**config.mk**
```make
export PLATFORM = sky130hd
export DESIGN_NAME = fpcsr_unit
export DESIGN_NICKNAME = d
export VERILOG_FILES = /design/src/rtl/fpcsr_pkg.sv /design/src/rtl/fpcsr_regfile.sv /design/src/rtl/fpcsr_cc_pack.sv /design/src/rtl/fpcsr_trap_eval.sv /design/src/rtl/fpcsr_unit.sv
export SDC_FILE = /design/constraint.sdc
export NUM_CORES = 1
export LEC_CHECK = 0
export BUFFER_PORTS_ARGS = -buffer_cell sky130_fd_sc_hd__buf_2
export CAP_MARGIN = 20
export CELL_PAD_IN_SITES_DETAIL_PLACEMENT = 0
export CELL_PAD_IN_SITES_GLOBAL_PLACEMENT = 2
export CORE_ASPECT_RATIO = 0.6
export CORE_UTILIZATION = 23
export DETAILED_ROUTE_END_ITERATION = 8
export HOLD_SLACK_MARGIN = 0.02
export PLACE_DENSITY_LB_ADDON = 0.1
export SETUP_SLACK_MARGIN = 0.02
export SLEW_MARGIN = 5
export SYNTH_ARGS = -nofsm -noshare
export SYNTH_HDL_FRONTEND = slang
export SYNTH_HIERARCHICAL = 1
export SYNTH_SLANG_ARGS = --single-unit
```
**constraint.sdc**
```tcl
create_clock -name clk -period 2.2 [get_ports clk]
set_input_delay 0 -clock clk [delete_from_list [all_inputs] [get_ports clk]]
set_output_delay 0 -clock clk [all_outputs]
set_load 0.005 [all_outputs]
```
**src/rtl/fpcsr_pkg.sv**
```systemverilog
package fpcsr_pkg;

    localparam int CSR_W      = 32;
    localparam int CC_NUM     = 8;
    localparam int CC_IDX_W   = $clog2(CC_NUM);
    localparam int CC0_POS    = 23;
    localparam int CCHI_BASE  = 24;
    localparam int EXC_W      = 5;
    localparam int CAUSE_W    = EXC_W + 1;
    localparam int RM_W       = 2;

    // exception bit indices inside cause / flags / enable
    localparam int EXC_INEXACT  = 0;
    localparam int EXC_UNDERFL  = 1;
    localparam int EXC_OVERFL   = 2;
    localparam int EXC_DIVZERO  = 3;
    localparam int EXC_INVALID  = 4;
    localparam int EXC_UNIMPL   = 5;

    // writable bits: codes 1..7, code 0, cause, enable, flags, rounding
    localparam logic [CSR_W-1:0] WR_MASK = 32'hFE83_FFFF;

    typedef struct packed {
        logic [CC_NUM-2:0]  cc_hi;    // codes 1..7, bits 31:25
        logic               rsv_a;    // bit 24
        logic               cc_zero;  // bit 23
        logic [4:0]         rsv_b;    // bits 22:18
        logic [CAUSE_W-1:0] cause;    // bits 17:12
        logic [EXC_W-1:0]   enable;   // bits 11:7
        logic [EXC_W-1:0]   flags;    // bits 6:2
        logic [RM_W-1:0]    rmode;    // bits 1:0
    } csr_view_t;

    function automatic int cc_bit_pos(input int n);
        return (n == 0) ? CC0_POS : (n + CCHI_BASE);
    endfunction

endpackage

```
**src/rtl/fpcsr_regfile.sv**
```systemverilog
module fpcsr_regfile
    import fpcsr_pkg::*;
(
    input  logic                clk,
    input  logic                rst,
    input  logic                bus_wr_en,
    input  logic [CSR_W-1:0]    bus_wr_data,
    input  logic                dp_exc_vld,
    input  logic [CAUSE_W-1:0]  dp_exc_bits,
    input  logic                dp_cc_we,
    input  logic [CC_IDX_W-1:0] dp_cc_num,
    input  logic                dp_cc_val,
    output csr_view_t           csr_q
);

    csr_view_t         after_exc;
    logic [CSR_W-1:0]  after_cc;
    logic [CSR_W-1:0]  nxt;

    // exception report: cause replaced, flags accumulated
    always_comb begin
        after_exc = csr_q;
        if (dp_exc_vld) begin
            after_exc.cause = dp_exc_bits;
            after_exc.flags = csr_q.flags | dp_exc_bits[EXC_W-1:0];
        end
    end

    // condition-code write to a single scattered bit
    always_comb begin
        after_cc = after_exc;
        if (dp_cc_we) begin
            for (int n = 0; n < CC_NUM; n++) begin
                if (dp_cc_num == CC_IDX_W'(n))
                    after_cc[cc_bit_pos(n)] = dp_cc_val;
            end
        end
    end

    // bus write has the last word
    always_comb begin
        nxt = after_cc;
        if (bus_wr_en)
            nxt = bus_wr_data & WR_MASK;
    end

    always_ff @(posedge clk) begin
        if (rst)
            csr_q <= '0;
        else
            csr_q <= csr_view_t'(nxt);
    end

endmodule

```
**src/rtl/fpcsr_cc_pack.sv**
```systemverilog
module fpcsr_cc_pack
    import fpcsr_pkg::*;
(
    input  csr_view_t          csr,
    output logic [CC_NUM-1:0]  cc_vec
);

    logic [CSR_W-1:0] word;
    assign word = csr;

    for (genvar g = 0; g < CC_NUM; g++) begin : g_gather
        assign cc_vec[g] = word[cc_bit_pos(g)];
    end

endmodule

```
**src/rtl/fpcsr_trap_eval.sv**
```systemverilog
module fpcsr_trap_eval
    import fpcsr_pkg::*;
(
    input  logic [CAUSE_W-1:0] cause,
    input  logic [EXC_W-1:0]   enable,
    output logic               trap
);

    logic masked_hit;

    assign masked_hit = |(cause[EXC_W-1:0] & enable);
    assign trap       = masked_hit | cause[EXC_UNIMPL];

endmodule

```
**src/rtl/fpcsr_unit.sv**
```systemverilog
module fpcsr_unit
    import fpcsr_pkg::*;
(
    input  logic        clk,
    input  logic        rst,
    input  logic        bus_wr_en,
    input  logic [31:0] bus_wr_data,
    output logic [31:0] bus_rd_data,
    input  logic        dp_exc_vld,
    input  logic [5:0]  dp_exc_bits,
    input  logic        dp_cc_we,
    input  logic [2:0]  dp_cc_num,
    input  logic        dp_cc_val,
    output logic [7:0]  cc_vec,
    output logic [1:0]  round_mode,
    output logic        trap_req
);

    csr_view_t csr_q;

    fpcsr_regfile u_regs (
        .clk         (clk),
        .rst         (rst),
        .bus_wr_en   (bus_wr_en),
        .bus_wr_data (bus_wr_data),
        .dp_exc_vld  (dp_exc_vld),
        .dp_exc_bits (dp_exc_bits),
        .dp_cc_we    (dp_cc_we),
        .dp_cc_num   (dp_cc_num),
        .dp_cc_val   (dp_cc_val),
        .csr_q       (csr_q)
    );

    fpcsr_cc_pack u_pack (
        .csr    (csr_q),
        .cc_vec (cc_vec)
    );

    fpcsr_trap_eval u_trap (
        .cause  (csr_q.cause),
        .enable (csr_q.enable),
        .trap   (trap_req)
    );

    assign bus_rd_data = csr_q;
    assign round_mode  = csr_q.rmode;

endmodule

```
==> flow_metrics.py, run 1 <==
metrics = {
    "cells_and_area": {
        "register_area_um2": 520,
        "reg.largest.list": "u_regs/csr_q: 26 flops",
        "syn2layout_area_growth_pct": 40.7,
        "largest_reg_flops": 26,
        "final_common_cell": "buf_2",
        "most-common-layout-cells": "buf_2 (77), dfxtp_1 (26), nor2b_1 (17), dlygate4sd3_1 (13), mux2i_1 (13)",
        "n_antenna_cell": 0,
        "top_register": "u_regs/csr_q",
        "multi_input_area_um2": 653,
        "fillers": 552,
        "drive_gt1_share_pct": 41.5,
        "nets": 265,
    },
    "placed_design": {
        "hpwl_mm": 2.79,
        "port_buffers": 77,
        "pre_cts_ws_ns": 0.823,
        "place.gp.congestion": 0.684,
    },
    "die": {
        "fp.dieArea_um2": 6040,
        "rows": 20,
        "start_util_pct": 24.9,
        "core-area_um2": 5280,
        "fp.dieW_um": 99.7,
        "die_h_um": 60.6,
        "io_pins": 90,
    },
    "clock_tree": {
        "clk_latency_ns": 0.27,
        "cts_made_buffers": 3,
        "clock-sinks": 26,
        "htreeDepth": 1,
        "ctsResizeCount": 0,
        "clockBufferDepth": 2,
        "cts-root-buf": "clkbuf_8",
        "cts_tree": "done",
        "cts_setup_buffers": 0,
        "clk_pin_slew_worst_paths_ns": 0.09,
        "cts_hold_buf": 13,
    },
    "worst_setup_path": {
        "start_kind": "flop",
        "endpoint_kind": "output port",
        "path_class": "flop to output port",
        "r2r_cells": 2,
        "arrival_ns": 1.13,
        "critPathMaxFanout": 3,
        "r2r_setup_slack_ns": 1.27,
        "timing.rr.start": "u_regs/csr_q[27]",
        "worst_ep_required_time_ns": 2.20,
        "rr_endpoint": "u_regs/csr_q[27]",
    },
    "grt": {
        "antenna_found_initial": 0,
        "grt.overflow.total": 0,
        "grt_pass1_vias": 1235,
        "grt_use_total_pct": 12.9,
        "grt_max_degree": 27,
        "grt_pass1_wl_mm": 5.92,
    },
    "drt": {
        "antenna_left": 0,
        "route.met3.wl_um": 211,
        "drc": 0,
        "routed_wl_mm": 3.77,
        "route.met2.wl_mm": 1.63,
        "wl_met1_mm": 1.90,
        "routed.top_layer": "met4",
        "vias": 1257,
        "drt_iter0_drc": 34,
        "firstDrtPassIters": 4,
        "wl_per_cell_um": 12.8,
        "routed_via_density": 4.28,
    },
    "timing": {
        "fmax_mhz": 881,
        "fin_crit_ns": 1.13,
        "hold_viol": 0,
        "setup_viol": 0,
        "fin_tns_setup_ns": 0,
        "max_slew_margin_pct": 62.3,
        "rsz0062_at_grt": "no",
        "worst_clock_skew_ns": 0,
        "worst_pin_slew_ns": 0.564,
        "timing.final.crit_share_pct": 51.6,
        "fin_ws_ns": 1.07,
        "drv_slew": 0,
    },
    "synth": {
        "syn_area_per_cell_um2": 9.34,
        "yosysSeqAreaShare_pct": 39.5,
        "yosys-top-cells-area": "dfxtp_1 (40%), mux2i_1 (9.9%), buf_4 (9.7%)",
        "synth_top_cell_area_share_pct": 39.5,
        "yosysTopAreaCell": "dfxtp_1",
        "postSynthRegisterBits": 26,
        "syn_area_um2": 1320,
        "yosys_warnings": 6,
        "ys_types": 25,
        "syn_inst": 141,
    },
    "power": {
        "power_density_nw_per_um2": 570,
        "total_power_uw": 1060,
        "ir_drop_v": 0.000214,
        "power_leakage_uw": 0.000890,
    },
    "run": {
        "drv_cap": 0,
    },
    "worst_hold_path": {
        "hold_class": "input pin to flop",
        "hold_path_depth": 3,
        "holdPathEnd": "u_regs/csr_q[26]",
        "min_from": "bus_wr_data[26]",
    },
    "status": {
        "status": "finished, final reports clean",
    },
}
[cells in the mapped netlist]
master / count
dfxtp_1: 26
buf_4: 17
nor2b_1: 17
mux2i_1: 13
nor3_1: 12
nor2_1: 9
a2111oi_1: 6
nand2_1: 6
a211oi_1: 5
o21ai_0: 5
clkbuf_1: 4
and4bb_2: 3
buf_2: 3
a21oi_1: 2
a22oi_1: 2
and4b_2: 2
a2111oi_0: 1
and4_2: 1
and4b_1: 1
conb_1: 1
inv_1: 1
mux2_2: 1
nand3_1: 1
nor4b_2: 1
o311a_1: 1
[worst max path at each step]
| stage | slack (ns) | cells after the start | from | end |
|---|---|---|---|---|
| 3_3_place_gp | 0.93 | 4 | bus_wr_en | u_regs/csr_q[23] |
| 2_1_floorplan | 1.33 | 5 | bus_wr_en | u_regs/csr_q[5] |
| 6_report | 1.07 | 3 | u_regs/csr_q[12] | trap_req |
| 5_1_grt | 0.99 | 3 | u_regs/csr_q[12] | trap_req |
| 4_1_cts | 1.05 | 3 | u_regs/csr_q[13] | trap_req |
| 3_5_place_dp | 0.82 | 4 | bus_wr_en | u_regs/csr_q[31] |
[worst max-delay path, stage by stage, from the launching register on]
cell and delay [ns]:
dfxtp_1 0.34, a22oi_1 0.27, nand3_1 0.12, buf_2 0.14
[cell type report]
cell class                      instances  share of cell area [%]
Multi-Input combinational cell         95                    35.3
Timing Repair Buffer                   91                    28.2
Sequential cell                        26                    28.1
Tap cell                               77                    5.20
Clock buffer                            4                    2.97
Inverter                                1                   0.203
[through the flow]
step                cells  hold WS, ns  instance area [µm²]  util [%]
floorplan             146       0.0768                 1340         -
global placement      277        0.236                 1670      31.6
detailed placement    277        0.248                 1670      31.6
CTS                   294       0.0207                 1850      35.1
global route          294       0.0420                 1850      35.1
finish                294       0.0304                 1850      35.1
[power by group]
| group | leakage [µW] | internal, µW | switching (µW) | total, µW |
|---|---|---|---|---|
| clock network | 0.0000288 | 160 | 151 | 311 |
| logic | 0.000645 | 118 | 99.0 | 217 |
| registers | 0.000216 | 504 | 24.1 | 528 |
| total | 0.000890 | 782 | 274 | 1060 |
[metal layers]
metal / vias up / GRT usage [%]
li1: 634 / -
met1: 575 / 16.6
met2: 46 / 21.6
met3: 2 / 4.15
met4: 0 / 3.15
met5: - / 0
[kinds of logic after synthesis]
logic type	Yosys count	synth area share (%)
and+or+nand+nor	53	24.5
AOI/OAI and AO/OA	22	12.6
muxes	14	10.7
DFF	26	39.5
buffers and inverters	25	12.3
other	1	0.285
No activity file was read; power rests on OpenSTA's default activity.
==> inputs of run 2 (changes only) <==
--- a/config.mk
+++ b/config.mk
@@ -10,7 +10,7 @@
 export CELL_PAD_IN_SITES_DETAIL_PLACEMENT = 0
 export CELL_PAD_IN_SITES_GLOBAL_PLACEMENT = 2
 export CORE_ASPECT_RATIO = 0.6
-export CORE_UTILIZATION = 23
+export CORE_UTILIZATION = 19
 export DETAILED_ROUTE_END_ITERATION = 8
 export HOLD_SLACK_MARGIN = 0.02
 export PLACE_DENSITY_LB_ADDON = 0.1
==> constraint.sdc (replaced) <==
create_clock -name clk -period 1 [get_ports clk]
set_input_delay 0 -clock clk [delete_from_list [all_inputs] [get_ports clk]]
set_output_delay 0 -clock clk [all_outputs]
set_load 0.005 [all_outputs]
==> flow_metrics.py, run 2 (synthesized netlist as in run 1, its figures left out) <==
metrics = {
    "status": {
        "status": "finished with violations",
        "violations": "negative setup slack",
    },
    "cells_and_area": {
        "register_area_um2": 522,
        "reg.largest.list": "u_regs/csr_q: 26 flops",
        "syn2layout_area_growth_pct": 49.3,
        "multi_input_area_um2": 663,
        "final_common_cell": "buf_2",
        "largest_reg_flops": 26,
        "final_util_pct": 29.4,
        "fillers": 734,
        "final_area_um2": 1970,
        "drive_gt1_share_pct": 44.1,
        "nets": 271,
        "most-common-layout-cells": "buf_2 (77), dfxtp_1 (25), nor2b_1 (17), dlygate4sd3_1 (13), mux2i_1 (13)",
        "top_register": "u_regs/csr_q",
        "n_antenna_cell": 0,
    },
    "grt": {
        "grt_max_degree": 27,
        "antenna_found_initial": 0,
        "grt_pass1_vias": 1174,
        "grt_pass1_wl_mm": 5.70,
        "grt_use_total_pct": 10.3,
        "grt.overflow.total": 0,
    },
    "drt": {
        "drt_iter0_drc": 25,
        "firstDrtPassIters": 4,
        "routed_wl_mm": 3.79,
        "vias": 1270,
        "drc": 0,
        "wl_per_cell_um": 12.3,
        "routed_via_density": 4.11,
        "antenna_left": 0,
    },
    "worst_hold_path": {
        "hold_class": "input pin to flop",
    },
    "timing": {
        "fin_tns_setup_ns": -0.00831,
        "max_slew_margin_pct": 62.9,
        "fmax_mhz": 992,
        "worst_pin_slew_ns": 0.556,
        "worst_clock_skew_ns": 0,
        "fin_ws_ns": -0.00831,
        "fin_crit_ns": 1.01,
        "timing.final.crit_share_pct": 101,
        "setup_viol": 1,
        "hold_viol": 0,
        "rsz0062_at_grt": "yes",
        "drv_slew": 0,
    },
    "worst_setup_path": {
        "cp.buffers_inverters": 1,
        "start_kind": "flop",
        "arrival_ns": 1.01,
        "r2r_setup_slack_ns": 0.09,
        "cpMaxStageDelayCell": "dfxtp_2",
        "cp_cell_sequence": "a22oi_2 -> nand3_1 -> buf_2",
        "max_stage_delay_ns": 0.33,
        "path_class": "flop to output port",
        "endpoint_kind": "output port",
        "worst_ep_required_time_ns": 1.00,
        "critPathMaxFanout": 2,
        "crit_family": "flip-flops",
    },
    "die": {
        "start_util_pct": 19.7,
        "fp.dieArea_um2": 7280,
        "core-area_um2": 6680,
        "rows": 23,
        "die_h_um": 66.5,
        "io_pins": 90,
        "fp.dieW_um": 109,
    },
    "power": {
        "netSwitchingFraction_pct": 24.7,
        "ir_drop_v": 0.000752,
        "power_leakage_uw": 0.000938,
        "p_comb_share_pct": 19.9,
        "pwr-share-seq_pct": 45.3,
        "switching_power_uw": 633,
        "intPower_uw": 1930,
        "power_density_nw_per_um2": 1300,
        "clock_power_share_pct": 34.8,
    },
    "clock_tree": {
        "clock-sinks": 26,
        "clk_pin_slew_worst_paths_ns": 0.07,
        "clk_latency_ns": 0.26,
        "cts_tree": "done",
        "clockBufferDepth": 2,
        "cts-root-buf": "clkbuf_16",
        "cts_made_buffers": 3,
        "htreeDepth": 1,
    },
    "placed_design": {
        "place.gp.congestion": 0.710,
        "hpwl_mm": 2.80,
        "pre_cts_ws_ns": -0.0440,
        "port_buffers": 77,
        "dpl_cell_area_um2": 1740,
    },
    "run": {
        "drv_cap": 0,
    },
}
==> run 2: through the flow <==
| step | instances | hold WS [ns] | total power, µW |
|---|---|---|---|
| after floorplan | 146 | 0.0768 | 1440 |
| after global placement | 292 | 0.236 | 1650 |
| after detailed placement | 292 | 0.248 | 1650 |
| after CTS | 309 | 0.0365 | 2620 |
| after global routing | 309 | 0.0610 | 2720 |
| final | 309 | 0.0369 | 2560 |
==> run 2: what timing repair did <==
| item | 4_1_cts | 5_1_grt |
|---|---|---|
| pin swaps | 2 | 0 |
| gates resized for setup | 3 | 0 |
| hold buffers | 13 | 0 |
| hold endpoints to repair | 13 | 0 |
| setup buffers | 1 | 0 |
| endpoints found under the setup margin | 1 | 1 |
==> run 2: worst min-delay path: cells and delay by family <==
| kind | cells | cell delay [ns] |
|---|---|---|
| AO/OA/AOI/OAI | 1 | 0.05 |
| buffers and inverters | 1 | 0.10 |
| AND/OR/NAND/NOR | 1 | 0.09 |
==> run 2: cell type report <==
class / count / area share, %
Multi-Input combinational cell: 95 / 33.7
Tap cell: 87 / 5.54
Timing Repair Buffer: 97 / 30.2
Inverter: 1 / 0.191
Clock buffer: 3 / 3.82
Sequential cell: 26 / 26.5
==> run 2: metal layers <==
layer / global-route usage (%) / vias up / routed length (µm)
met3: 3.13 / 2 / 236
li1: - / 645 / -
met1: 14.5 / 584 / 1940
met5: 0 / - / 0
met4: 1.67 / 0 / 26
met2: 15.6 / 39 / 1590
==> run 2: power by group through the flow <==
stage | Combinational, µW | Sequential, µW | Clock (µW)
after global placement | 468 | 1180 | 0
after detailed placement | 473 | 1180 | 0
after CTS | 519 | 1160 | 944
final | 510 | 1160 | 891
after global routing | 567 | 1170 | 978
after floorplan | 257 | 1180 | 0
==> run 2: final timing paths <==
path | start | to | depth (start not counted)
max reg2reg | u_regs/csr_q[17] | u_regs/csr_q[17] | 3
max | u_regs/csr_q[9] | trap_req | 3
min reg2reg | u_regs/csr_q[1] | u_regs/csr_q[1] | 2
min | bus_wr_data[27] | u_regs/csr_q[27] | 3
==> inputs of run 3 (changes only) <==
--- a/config.mk
+++ b/config.mk
@@ -5,7 +5,7 @@
 export SDC_FILE = /design/constraint.sdc
 export NUM_CORES = 1
 export LEC_CHECK = 0
-export BUFFER_PORTS_ARGS = -buffer_cell sky130_fd_sc_hd__buf_2
+export BUFFER_PORTS_ARGS = -buffer_cell sky130_fd_sc_hd__buf_4
 export CAP_MARGIN = 20
 export CELL_PAD_IN_SITES_DETAIL_PLACEMENT = 0
 export CELL_PAD_IN_SITES_GLOBAL_PLACEMENT = 2
==> flow_metrics.py, run 3 (synthesized netlist as in run 1, its figures left out) <==
metrics = {
    "drt": {
        "vias": 1250,
        "drt_iter0_drc": 19,
        "routed_via_density": 4.08,
        "drc": 0,
        "antenna_left": 0,
        "routed_wl_mm": 3.86,
        "firstDrtPassIters": 4,
        "wl_per_cell_um": 12.6,
    },
    "worst_setup_path": {
        "cpMaxStageDelayCell": "dfxtp_1",
        "path_class": "flop to output port",
        "cp.buffers_inverters": 1,
        "start_kind": "flop",
        "max_stage_delay_ns": 0.34,
        "cp_cell_sequence": "a22oi_2 -> nand3_1 -> buf_4",
        "endpoint_kind": "output port",
        "worst_ep_required_time_ns": 1.00,
        "crit_family": "flip-flops",
        "critPathMaxFanout": 3,
        "arrival_ns": 1.05,
    },
    "worst_hold_path": {
        "hold_class": "input pin to flop",
    },
    "clock_tree": {
        "clk_pin_slew_worst_paths_ns": 0.06,
        "clockBufferDepth": 2,
        "htreeDepth": 1,
        "cts_tree": "done",
        "cts-root-buf": "clkbuf_16",
        "clk_latency_ns": 0.25,
        "cts_made_buffers": 3,
        "clock-sinks": 26,
    },
    "timing": {
        "rsz0062_at_grt": "yes",
        "worst_clock_skew_ns": 0,
        "hold_viol": 0,
        "fin_ws_ns": -0.0464,
        "fmax_mhz": 956,
        "fin_crit_ns": 1.05,
        "drv_slew": 0,
        "timing.final.crit_share_pct": 105,
        "setup_viol": 1,
    },
    "grt": {
        "grt_pass1_vias": 1185,
        "grt_use_total_pct": 10.6,
        "met1_usage_pct": 14.3,
        "antenna_found_initial": 0,
        "grt_pass1_wl_mm": 5.85,
        "grt.met2_usage_pct": 16.9,
        "busiest_layer": "met2",
        "grt_use_met3_pct": 3.13,
        "grt_max_degree": 27,
        "grt.overflow.total": 0,
    },
    "cells_and_area": {
        "final_area_um2": 2130,
        "n_antenna_cell": 0,
        "nets": 268,
        "largest_reg_flops": 26,
        "reg.largest.list": "u_regs/csr_q: 26 flops",
        "top_register": "u_regs/csr_q",
        "final-instance-count-excl-fill": 306,
        "final_common_cell": "buf_4",
        "drive_gt1_share_pct": 44.7,
        "syn2layout_area_growth_pct": 61.6,
        "most-common-layout-cells": "buf_4 (81), dfxtp_1 (24), nor2b_1 (17), mux2i_1 (13)",
    },
    "placed_design": {
        "place.gp.congestion": 0.680,
        "dpl_cell_area_um2": 1910,
        "port_buffers": 77,
        "hpwl_mm": 2.89,
        "placed_cells": 290,
    },
    "power": {
        "total_power_uw": 2640,
        "power_leakage_uw": 0.000967,
        "power_density_nw_per_um2": 1240,
        "ir_drop_v": 0.000805,
    },
    "status": {
        "violations": "negative setup slack",
        "status": "finished with violations",
    },
    "die": {
        "die_h_um": 66.5,
        "rows": 23,
        "core-area_um2": 6680,
        "io_pins": 90,
        "fp.dieArea_um2": 7280,
        "start_util_pct": 19.7,
        "fp.dieW_um": 109,
    },
    "run": {
        "drv_cap": 0,
    },
}
## run 3: timing repair
action,in CTS,in global routing
buffers inserted,1,0
hold endpoints to repair,12,0
hold buffers,12,0
pin swaps,2,0
resized for setup,4,1
endpoints found under the setup margin,1,2
## run 3: path summary, 6_finish.rpt
| path | from | endpoint | slack, ns | cells past startpoint |
|---|---|---|---|---|
| worst max-delay path | u_regs/csr_q[12] | trap_req | -0.05 | 3 |
| worst min-delay path | bus_wr_data[5] | u_regs/csr_q[5] | 0.03 | 3 |
| worst max register to register | u_regs/csr_q[17] | u_regs/csr_q[17] | 0.13 | 3 |
| worst min register to register | u_regs/csr_q[11] | u_regs/csr_q[11] | 0.55 | 2 |
## run 3: final cells by class
cell class	count	area (µm²)
tap	87	109
inverter	1	3.75
sequential	26	523
multi-input combinational	95	668
timing repair buffer	94	748
clock buffer	3	75.1
fill	724	4550
## run 3: per-layer routing
layer  wire, µm  up-vias
met5          0        -
met4         26        0
met3        212        2
met2       1710       41
met1       1900      567
li1           -      640
## run 3: report_power, final
group	internal, µW	switching, µW	total, µW
logic	373	224	597
clock network	530	352	882
registers	1110	56.0	1170
## run 3: worst register-to-register path, stage by stage (launching register included)
cell	delay (ns)
dfxtp_1	0.32
mux2_2	0.26
mux2i_1	0.13
nor2_1	0.05
## run 3: metrics by stage
step	setup WS [ns]	TNS [ns]	util, %	hold slack [ns]
after global placement	0.0259	0	28.6	0.235
after CTS	-0.0726	-0.0726	31.8	0.0205
final	-0.0464	-0.0464	31.9	0.0264
after detailed placement	0.00159	0	28.6	0.242
after floorplan	0.129	0	-	0.0768
after global routing	-0.112	-0.112	31.9	0.0583
